File: config.mk
export PLATFORM = sky130hd
export DESIGN_NAME = act_window_throttle
export DESIGN_NICKNAME = d
export VERILOG_FILES = /design/src/rtl/act_thr_pkg.sv /design/src/rtl/act_thr_entry.sv /design/src/rtl/act_thr_ring.sv /design/src/rtl/act_thr_decide.sv /design/src/rtl/act_window_throttle.sv
export SDC_FILE = /design/constraint.sdc
export NUM_CORES = 1
export LEC_CHECK = 0
export BUFFER_PORTS_ARGS = -buffer_cell sky130_fd_sc_hd__buf_2
export CAP_MARGIN = 10
export CORE_ASPECT_RATIO = 0.9
export CORE_MARGIN = 5
export CORE_UTILIZATION = 58
export CTS_BUF_LIST = sky130_fd_sc_hd__clkbuf_16
export DETAILED_ROUTE_END_ITERATION = 10
export PLACE_DENSITY = 0.86
export SETUP_SLACK_MARGIN = 0.02
export SLEW_MARGIN = 30
export SYNTH_ARGS = -nofsm -noshare
export SYNTH_HDL_FRONTEND = slang
export SYNTH_SLANG_ARGS = --single-unit
export TNS_END_PERCENT = 50
File: constraint.sdc
create_clock -name clk -period 4.5 [get_ports clk]
set_input_delay 0.675 -clock clk [delete_from_list [all_inputs] [get_ports clk]]
set_output_delay 0.675 -clock clk [all_outputs]
set_load 0.005 [all_outputs]
File: src/rtl/act_thr_pkg.sv
package act_thr_pkg;

  // Lead test: has elapsed + lead reached the window length?
  function automatic logic lead_reaches(input logic [63:0] elapsed,
                                        input logic [63:0] lead,
                                        input logic [63:0] window);
    return (elapsed + lead) >= window;
  endfunction

  // Next pointer in a ring of n slots
  function automatic int unsigned ring_next(input int unsigned ptr,
                                            input int unsigned n);
    return (ptr + 1 >= n) ? 0 : ptr + 1;
  endfunction

endpackage

File: src/rtl/act_thr_entry.sv
module act_thr_entry
  import act_thr_pkg::*;
#(
  parameter int CNT_W = 16,
  parameter int TFAW  = 32,
  parameter int TRP   = 11
) (
  input  logic             clk,
  input  logic             rst_n,
  input  logic [CNT_W-1:0] cycle_cnt,
  input  logic             wr_en,
  output logic             legal_o,
  output logic             pre_ok_o
);
  logic [CNT_W-1:0] stamp_q;
  logic             aged_q;
  logic [CNT_W-1:0] elapsed;
  logic             win_done;
  logic             pre_done;

  assign elapsed  = cycle_cnt - stamp_q;
  assign win_done = lead_reaches(64'(elapsed), 64'd0, 64'(TFAW));
  assign pre_done = lead_reaches(64'(elapsed), 64'(TRP), 64'(TFAW));

  // aged_q latches legality so a later counter wrap cannot revoke it
  always_ff @(posedge clk) begin
    if (!rst_n) begin
      stamp_q <= '0;
      aged_q  <= 1'b0;
    end else if (wr_en) begin
      stamp_q <= cycle_cnt;
      aged_q  <= 1'b0;
    end else if (win_done) begin
      aged_q  <= 1'b1;
    end
  end

  assign legal_o  = aged_q | win_done;
  assign pre_ok_o = aged_q | pre_done;

  assert_aged_sticky_R7 : assert property (@(posedge clk) disable iff (!rst_n)
    (aged_q && !wr_en) |=> aged_q);

  assert_fresh_blocked_R8 : assert property (@(posedge clk) disable iff (!rst_n)
    wr_en |=> !aged_q);

endmodule

File: src/rtl/act_thr_ring.sv
module act_thr_ring
  import act_thr_pkg::*;
#(
  parameter int NACT  = 4,
  parameter int CNT_W = 16,
  parameter int TFAW  = 32,
  parameter int TRP   = 11
) (
  input  logic             clk,
  input  logic             rst_n,
  input  logic [CNT_W-1:0] cycle_cnt,
  input  logic             act_issued,
  output logic             full_o,
  output logic             oldest_legal_o,
  output logic             oldest_pre_ok_o
);
  localparam int PTR_W  = (NACT > 1) ? $clog2(NACT) : 1;
  localparam int FILL_W = $clog2(NACT + 1);

  logic [PTR_W-1:0]  wr_ptr_q;
  logic [FILL_W-1:0] fill_q;
  logic [NACT-1:0]   wr_vec;
  logic [NACT-1:0]   legal_vec;
  logic [NACT-1:0]   pre_vec;

  genvar gi;
  generate
    for (gi = 0; gi < NACT; gi++) begin : g_slot
      assign wr_vec[gi] = act_issued && (wr_ptr_q == PTR_W'(gi));
      act_thr_entry #(
        .CNT_W (CNT_W),
        .TFAW  (TFAW),
        .TRP   (TRP)
      ) i_entry (
        .clk       (clk),
        .rst_n     (rst_n),
        .cycle_cnt (cycle_cnt),
        .wr_en     (wr_vec[gi]),
        .legal_o   (legal_vec[gi]),
        .pre_ok_o  (pre_vec[gi])
      );
    end
  endgenerate

  always_ff @(posedge clk) begin
    if (!rst_n) begin
      wr_ptr_q <= '0;
      fill_q   <= '0;
    end else if (act_issued) begin
      wr_ptr_q <= PTR_W'(ring_next(int'(wr_ptr_q), NACT));
      if (fill_q != FILL_W'(NACT)) fill_q <= fill_q + 1'b1;
    end
  end

  // When full, the write slot holds the oldest activate
  always_comb begin
    oldest_legal_o  = 1'b1;
    oldest_pre_ok_o = 1'b1;
    for (int k = 0; k < NACT; k++) begin
      if (wr_ptr_q == PTR_W'(k)) begin
        oldest_legal_o  = legal_vec[k];
        oldest_pre_ok_o = pre_vec[k];
      end
    end
  end

  assign full_o = (fill_q == FILL_W'(NACT));

  assert_fill_bound_R4 : assert property (@(posedge clk) disable iff (!rst_n)
    fill_q <= FILL_W'(NACT));

  assert_one_writer_R4 : assert property (@(posedge clk) disable iff (!rst_n)
    $onehot0(wr_vec));

  assert_fill_by_issue_R8 : assert property (@(posedge clk) disable iff (!rst_n)
    $rose(full_o) |-> $past(act_issued));

endmodule

File: src/rtl/act_thr_decide.sv
module act_thr_decide (
  input  logic clk,
  input  logic rst_n,
  input  logic full,
  input  logic oldest_legal,
  input  logic oldest_pre_ok,
  input  logic pre_candidate,
  output logic act_allowed,
  output logic pre_allowed
);
  logic pre_slot_near;

  assign act_allowed   = !full || oldest_legal;
  assign pre_slot_near = !full || oldest_pre_ok;
  assign pre_allowed   = pre_candidate && pre_slot_near;

  assert_cand_gate_R6 : assert property (@(posedge clk) disable iff (!rst_n)
    !pre_candidate |-> !pre_allowed);

  assert_open_when_short_R2 : assert property (@(posedge clk) disable iff (!rst_n)
    !full |-> act_allowed);

  assert_pre_not_later_R5 : assert property (@(posedge clk) disable iff (!rst_n)
    (pre_candidate && act_allowed) |-> pre_allowed);

endmodule

File: src/rtl/act_window_throttle.sv
module act_window_throttle #(
  parameter int NACT  = 4,
  parameter int CNT_W = 16,
  parameter int TFAW  = 32,
  parameter int TRP   = 11
) (
  input  logic             clk,
  input  logic             rst_n,
  input  logic [CNT_W-1:0] cycle_cnt,
  input  logic             act_issued,
  input  logic             pre_candidate,
  output logic             act_allowed,
  output logic             pre_allowed
);
  logic hist_full;
  logic oldest_legal;
  logic oldest_pre_ok;

  act_thr_ring #(
    .NACT  (NACT),
    .CNT_W (CNT_W),
    .TFAW  (TFAW),
    .TRP   (TRP)
  ) i_ring (
    .clk             (clk),
    .rst_n           (rst_n),
    .cycle_cnt       (cycle_cnt),
    .act_issued      (act_issued),
    .full_o          (hist_full),
    .oldest_legal_o  (oldest_legal),
    .oldest_pre_ok_o (oldest_pre_ok)
  );

  act_thr_decide i_decide (
    .clk           (clk),
    .rst_n         (rst_n),
    .full          (hist_full),
    .oldest_legal  (oldest_legal),
    .oldest_pre_ok (oldest_pre_ok),
    .pre_candidate (pre_candidate),
    .act_allowed   (act_allowed),
    .pre_allowed   (pre_allowed)
  );

  assert_issue_in_window_R3 : assert property (@(posedge clk) disable iff (!rst_n)
    act_issued |-> act_allowed);

  assert_count_steps_R7 : assert property (@(posedge clk) disable iff (!rst_n)
    $rose(rst_n) || (cycle_cnt == CNT_W'($past(cycle_cnt) + 1'b1)));

endmodule

==> flow_metrics.py, run 1 <==
metrics = {
    "outcome": {
        "status": "finished, violations left",
        "failed_checks": "negative setup slack",
    },
    "setup_path": {
        "worstSetupStartpointType": "input pin",
        "worst_setup_path_end_kind": "output pin",
        "worstPathArrival_ns": 3.97,
        "timing.reg2reg.setup_slack_ns": 1.34,
        "critical_path_class": "input pin to output pin",
        "cp_max_fo": 2,
        "required_time_reported_for_the_critical_path_endpoint_ns": 3.83,
    },
    "grt": {
        "grt_overflow": 0,
        "grt_pass1_vias": 5874,
        "number_of_antenna_violations_at_the_first_check_in_global_routing": 0,
        "grt_max_degree": 74,
        "grt_first_pass_wirelength_um": 28100,
        "gr-usage-all-layers_pct": 26.2,
    },
    "timing": {
        "fin_worst_skew_ns": 0.00448,
        "tightestPinTransition_ns": 0.665,
        "hold_violations": 0,
        "timing.final.crit_period_ns": 4.65,
        "setup_slack_ns": -0.147,
        "setup_viol": 1,
        "rsz0062_at_grt": "true",
        "finalCritPeriodShare_pct": 103,
        "fmax_mhz": 215,
        "maxSlewHeadroom_pct": 55.5,
        "finalMaxSlewViolations": 0,
        "hold_slack_ns": 0.462,
    },
    "yosys": {
        "synthMostInstantiatedCell": "sky130_fd_sc_hd__nand2_1",
        "synth_top_cell_area_share_pct": 22.9,
        "async_reset_ff_share_pct": 0,
        "netlist.top_cell.by_area": "sky130_fd_sc_hd__dfxtp_1",
        "syn-instance-count": 863,
        "seq_area_frac_synth_pct": 22.9,
        "synthesis.yosys.warnings": 0,
        "yosysUniqueCellTypes": 72,
        "synth-seq-cells": 73,
        "post_synth.cell_area_avg_um2": 7.40,
        "synthesis.area_um2": 6390,
        "post_synth_net_total": 953,
        "synth.top_cells.by_area": "sky130_fd_sc_hd__dfxtp_1, sky130_fd_sc_hd__ha_1, sky130_fd_sc_hd__nand2_1",
        "ys_top_cells_by_count": "sky130_fd_sc_hd__nand2_1, sky130_fd_sc_hd__inv_1, sky130_fd_sc_hd__dfxtp_1",
        "synth-edff-count": 0,
        "synth-main-ff-cell": "sky130_fd_sc_hd__dfxtp_1",
    },
    "power": {
        "power.ir.vdd_worst_mv": 0.197,
        "power_switching_share_pct": 32.5,
        "p_leak_nw": 2.84,
        "clock_power_share_pct": 33.9,
        "power_frac_comb_pct": 32.3,
        "internal-power_w": 0.00137,
        "netSwitchingPower_w": 0.000660,
        "pwr_density_cell_nw_per_um2": 275,
        "share_seq_of_total_power_pct": 33.8,
    },
    "route": {
        "wl_per_cell_um": 16.4,
        "drt_iter0_drc": 545,
        "detailroute.via_count": 6410,
        "route.detailed.vias_per_inst": 6.07,
        "final_antenna_violating_net_count": 0,
        "total_routed_length_um": 17300,
        "drt_pass_1_iters": 6,
        "drt_drc_violations_left": 0,
    },
    "placement": {
        "place_inst": 1038,
        "placement.setup.worst_slack_ns": -0.138,
        "placement.io_buffers": 21,
        "routabilityCongestion": 0.968,
        "detailedPlacementHpwl_um": 12400,
    },
    "finish": {
        "proportion_of_layout_cells_with_a_drive_suffix_above_1_pct": 14.0,
        "n_antenna_cell": 0,
        "final.fill_count": 894,
        "reg_area_um2": 1460,
        "area_occupied_by_multi_input_gates_um2": 4640,
        "nets": 1009,
        "final_cells": 1056,
        "syn_to_final_growth_pct": 15.8,
    },
    "clock_tree": {
        "cts.root.buffer_cell": "sky130_fd_sc_hd__clkbuf_16",
        "cts.htree.levels": 3,
        "clock_tree.buffer_depth": 2,
        "clkSlewWorstSetupHoldPaths_ns": 0.06,
        "cts_made_buffers": 9,
        "cts_num_sinks": 73,
        "cts_hold_buffers": 0,
        "tritoncts": "yes",
        "clock_latency_ns": 0.34,
    },
    "floorplanning": {
        "chip_height_um": 110,
        "floorplan.die_area_um2": 13200,
        "core_um2": 10800,
        "num_ports": 22,
        "core.rowCount": 36,
        "floorplan.initialDensity_pct": 59.1,
        "chipWidth_um": 121,
    },
    "worst_hold_path": {
        "hold_path.class": "register to register",
    },
    "job": {
        "cap_violations": 0,
    },
}
[repair_timing]
action,in CTS,in global routing
endpoints found under the setup margin,1,2
setup buffers,2,1
resized for setup,22,15
pin swaps,13,13
[kinds of logic after synthesis]
kind of cell / share of synthesized area [%]
and+or+nand+nor: 24.0
AOI/OAI and AO/OA: 26.7
buffers and inverters: 6.68
DFF: 22.9
adders and majority gates: 14.2
xor gates and xnor gates: 4.39
muxes: 1.16
[cell type report]
class,count,area share [%]
Timing Repair Buffer,76,7.44
Multi-Input combinational cell,680,62.7
Clock buffer,9,3.05
Sequential cell,73,19.8
Clock inverter,6,0.694
Inverter,79,4.04
Tap cell,133,2.25
[power by group through the flow]
stage / sequential (W) / combinational [W] / clock, W
2_1_floorplan: 0.000697 / 0.000425 / 0
3_3_place_gp: 0.000700 / 0.000582 / 0
3_5_place_dp: 0.000701 / 0.000596 / 0
4_1_cts: 0.000687 / 0.000619 / 0.000697
5_1_grt: 0.000689 / 0.000719 / 0.000726
6_report: 0.000687 / 0.000656 / 0.000688
[layout by cell type, fill, tap and decap left out, types with 10 or more instances in the layout]
cell type / n
sky130_fd_sc_hd__a21boi_0: 66
sky130_fd_sc_hd__a21oi_1: 46
sky130_fd_sc_hd__a31oi_1: 10
sky130_fd_sc_hd__buf_2: 17
sky130_fd_sc_hd__buf_4: 55
sky130_fd_sc_hd__dfxtp_1: 71
sky130_fd_sc_hd__ha_1: 60
sky130_fd_sc_hd__inv_1: 79
sky130_fd_sc_hd__nand2_1: 172
sky130_fd_sc_hd__nand3_1: 16
sky130_fd_sc_hd__nand4_1: 11
sky130_fd_sc_hd__nor2_1: 47
sky130_fd_sc_hd__nor2b_1: 12
sky130_fd_sc_hd__nor3_1: 12
sky130_fd_sc_hd__o21a_1: 10
sky130_fd_sc_hd__o21ai_0: 25
sky130_fd_sc_hd__xnor2_1: 20
sky130_fd_sc_hd__xor2_1: 12
[worst paths after layout]
check                                                          from                                   to  cells after the start
worst min-delay path            i_ring.g_slot[2].i_entry.stamp_q[9]  i_ring.g_slot[2].i_entry.stamp_q[9]                      2
worst max register to register  i_ring.g_slot[0].i_entry.stamp_q[0]      i_ring.g_slot[0].i_entry.aged_q                     12
worst min register to register  i_ring.g_slot[2].i_entry.stamp_q[9]  i_ring.g_slot[2].i_entry.stamp_q[9]                      2
worst max-delay path                                   cycle_cnt[0]                          pre_allowed                     15
[registers in the layout, indices dropped and copies added, names as in the netlist]
register and cells:
i_ring.fill_q 3, i_ring.g_slot.i_entry.aged_q 4, i_ring.wr_ptr_q 2, i_ring.g_slot.i_entry.stamp_q 64
[worst max-delay path, cell delays in order]
cell and delay, ns:
sky130_fd_sc_hd__buf_6 0.08, sky130_fd_sc_hd__inv_4 0.03, sky130_fd_sc_hd__ha_4 0.17, sky130_fd_sc_hd__fa_2 0.37, sky130_fd_sc_hd__nand2b_4 0.18, sky130_fd_sc_hd__a21oi_4 0.17, sky130_fd_sc_hd__a21oi_2 0.08, sky130_fd_sc_hd__nor2_1 0.16
sky130_fd_sc_hd__xnor2_1 0.17, sky130_fd_sc_hd__nand4_1 0.13, sky130_fd_sc_hd__or3_1 0.41, sky130_fd_sc_hd__or4_4 0.45, sky130_fd_sc_hd__or4_4 0.52, sky130_fd_sc_hd__a31o_1 0.24, sky130_fd_sc_hd__buf_2 0.12
[stage by stage]
stage	TNS, ns	util [%]	area [µm²]	total power, W
after floorplan	0	-	6390	0.00112
after global placement	-0.0486	64.0	6920	0.00128
after detailed placement	-0.138	64.0	6920	0.00130
after CTS	0	67.7	7320	0.00200
after global routing	-0.249	68.4	7400	0.00213
final	-0.147	68.4	7400	0.00203
[layer usage]
layer  vias to the layer above  global-route usage (%)  share of wire (%)
li1                       3149                       -                  -
met1                      2962                    33.2                 43
met2                       244                    44.5                 47
met3                        55                    5.61                6.9
met4                         0                    9.22                3.3
met5                         -                       0                  0
Note: power is estimated with default switching activity, not from simulation.
==> run 2, diff against run 1 <==
BUFFER_PORTS_ARGS = -buffer_cell sky130_fd_sc_hd__buf_4   (was -buffer_cell sky130_fd_sc_hd__buf_2)
==> run 2 against run 1 <==
The run now ends clean. Hold slack gained 0.0012 ns. First-iteration DRC count shrank 24%. Critical path type unchanged. Sequential share of layout area shrank 0.12 points. Register-to-register slack gained 0.10 ns. Wire length shrank 0.73%. Critical path depth shrank 2. Clock skew is essentially flat.
==> flow_metrics.py, run 2 (synthesis gave the netlist of run 1 again) <==
metrics = {
    "outcome": {
        "status": "complete, no violations",
    },
    "route": {
        "drt_iter0_drc": 416,
        "drt_pass_1_iters": 5,
        "met3RoutedLength_um": 925,
        "top_signal_layer_used": "met4",
        "total_routed_length_um": 17200,
        "detailroute.via_count": 6327,
        "route.met2.wl_um": 8330,
        "met1_length_um": 7550,
        "wl_per_cell_um": 16.4,
        "final_antenna_violating_net_count": 0,
        "drt_drc_violations_left": 0,
        "route.detailed.vias_per_inst": 6.01,
    },
    "floorplanning": {
        "chipWidth_um": 121,
        "chip_height_um": 110,
        "core.rowCount": 36,
        "floorplan.die_area_um2": 13200,
        "floorplan.initialDensity_pct": 59.1,
        "num_ports": 22,
        "core_um2": 10800,
    },
    "clock_tree": {
        "clock_tree.buffer_depth": 2,
        "tritoncts": "yes",
        "clock_latency_ns": 0.34,
        "cts.htree.levels": 3,
        "cts_made_buffers": 9,
        "cts_num_sinks": 73,
        "cts.root.buffer_cell": "sky130_fd_sc_hd__clkbuf_16",
        "clkSlewWorstSetupHoldPaths_ns": 0.06,
        "cts_setup_buffers": 0,
    },
    "finish": {
        "reg_area_um2": 1460,
        "post_route_cell_area_um2": 7440,
        "biggestRegsByFlops": "i_ring.g_slot.i_entry.stamp_q (64), i_ring.g_slot.i_entry.aged_q (4), i_ring.fill_q (3)",
        "largest_register_ffs": 64,
        "proportion_of_layout_cells_with_a_drive_suffix_above_1_pct": 13.9,
        "nets": 1004,
        "largest_register": "i_ring.g_slot.i_entry.stamp_q",
        "layout.core_utilization_pct": 68.8,
        "final_cells": 1052,
        "n_antenna_cell": 0,
        "area_occupied_by_multi_input_gates_um2": 4670,
        "final.fill_count": 843,
        "syn_to_final_growth_pct": 16.5,
        "most_used_cells_in_the_layout_excluding_fill_and_tap_cells": "sky130_fd_sc_hd__nand2_1, sky130_fd_sc_hd__inv_1, sky130_fd_sc_hd__dfxtp_1",
        "mostFrequentLayoutCell": "sky130_fd_sc_hd__nand2_1",
    },
    "setup_path": {
        "timing.reg2reg.setup_slack_ns": 1.44,
        "worstSetupStartpointType": "input pin",
        "cp_max_fo": 4,
        "critical_path_class": "input pin to output pin",
        "worst_setup_path_end_kind": "output pin",
        "worstPathArrival_ns": 3.82,
        "worstReg2RegStart": "i_ring.g_slot[0].i_entry.stamp_q[1]",
        "crit_start": "cycle_cnt[1]",
        "required_time_reported_for_the_critical_path_endpoint_ns": 3.83,
    },
    "timing": {
        "tightestPinTransition_ns": 0.698,
        "maxSlewHeadroom_pct": 53.4,
        "fin_worst_skew_ns": 0.00447,
        "hold_violations": 0,
        "timing.final.crit_period_ns": 4.50,
        "rsz0062_at_grt": "true",
        "setup_viol": 0,
        "finalMaxSlewViolations": 0,
        "fmax_mhz": 222,
        "finalCritPeriodShare_pct": 100,
        "setup_slack_ns": 0.00118,
    },
    "placement": {
        "place_inst": 1036,
        "routabilityCongestion": 0.967,
        "placement.setup.worst_slack_ns": -0.0978,
        "placement.io_buffers": 21,
        "detailedPlacementHpwl_um": 12200,
        "placed_cell_area_um2": 6970,
    },
    "grt": {
        "grt_max_degree": 74,
        "grt_first_pass_wirelength_um": 27400,
        "grt_pass1_vias": 5937,
        "grt_overflow": 0,
        "number_of_antenna_violations_at_the_first_check_in_global_routing": 0,
        "gr-usage-all-layers_pct": 25.6,
    },
    "worst_hold_path": {
        "min-delay-start": "i_ring.g_slot[3].i_entry.stamp_q[10]",
        "hold_path.class": "register to register",
    },
    "power": {
        "power.ir.vdd_worst_mv": 0.181,
        "p_leak_nw": 2.84,
        "pwr_density_cell_nw_per_um2": 274,
    },
    "job": {
        "cap_violations": 0,
    },
}
run 2: metrics by stage:
step           power [W]  setup TNS [ns]  hold slack [ns]
2_1_floorplan    0.00112               0            0.443
3_3_place_gp     0.00129         -0.0602            0.451
3_5_place_dp     0.00130         -0.0978            0.458
4_1_cts          0.00200               0            0.465
5_1_grt          0.00214         -0.0741            0.480
6_report         0.00204               0            0.464
run 2: worst paths after layout:
| check | end | cells after the start |
|---|---|---|
| worst min register to register | i_ring.g_slot[3].i_entry.stamp_q[10] | 2 |
| worst min-delay path | i_ring.g_slot[3].i_entry.stamp_q[10] | 2 |
| worst max register to register | i_ring.g_slot[0].i_entry.aged_q | 12 |
| worst max-delay path | pre_allowed | 13 |
run 2: final cells by class:
class                           instances  share of cell area, %
Multi-Input combinational cell        680                   62.7
Clock inverter                          7                  0.723
Sequential cell                        73                   19.7
Timing Repair Buffer                   71                   7.58
Clock buffer                            9                   3.03
Inverter                               79                   4.02
Tap cell                              133                   2.24
run 2: worst max-delay path: stages:
cell	delay [ns]
sky130_fd_sc_hd__buf_6	0.11
sky130_fd_sc_hd__ha_4	0.23
sky130_fd_sc_hd__nor2b_4	0.13
sky130_fd_sc_hd__o31a_4	0.28
sky130_fd_sc_hd__o211a_4	0.26
sky130_fd_sc_hd__a31oi_4	0.18
sky130_fd_sc_hd__xor2_1	0.17
sky130_fd_sc_hd__nand4_1	0.09
sky130_fd_sc_hd__or3_1	0.36
sky130_fd_sc_hd__or4_4	0.43
sky130_fd_sc_hd__or4_4	0.51
sky130_fd_sc_hd__a31o_1	0.24
sky130_fd_sc_hd__buf_4	0.14
run 2: power by group:
part           switching, W  internal, W
Clock              0.000274     0.000418
Combinational      0.000372     0.000286
Sequential        0.0000153     0.000672
Total              0.000661      0.00138
run 2: per-layer routing:
layer	track usage, %	vias up
met5	0	-
met4	10.0	0
met3	4.42	43
met2	44.1	166
met1	32.0	2979
li1	-	3139
run 2: repair_timing:
action | CTS | global route
endpoints found under the setup margin | 1 | 2
pin swaps | 12 | 14
hold buffers | 0 | 0
resized for setup | 18 | 24
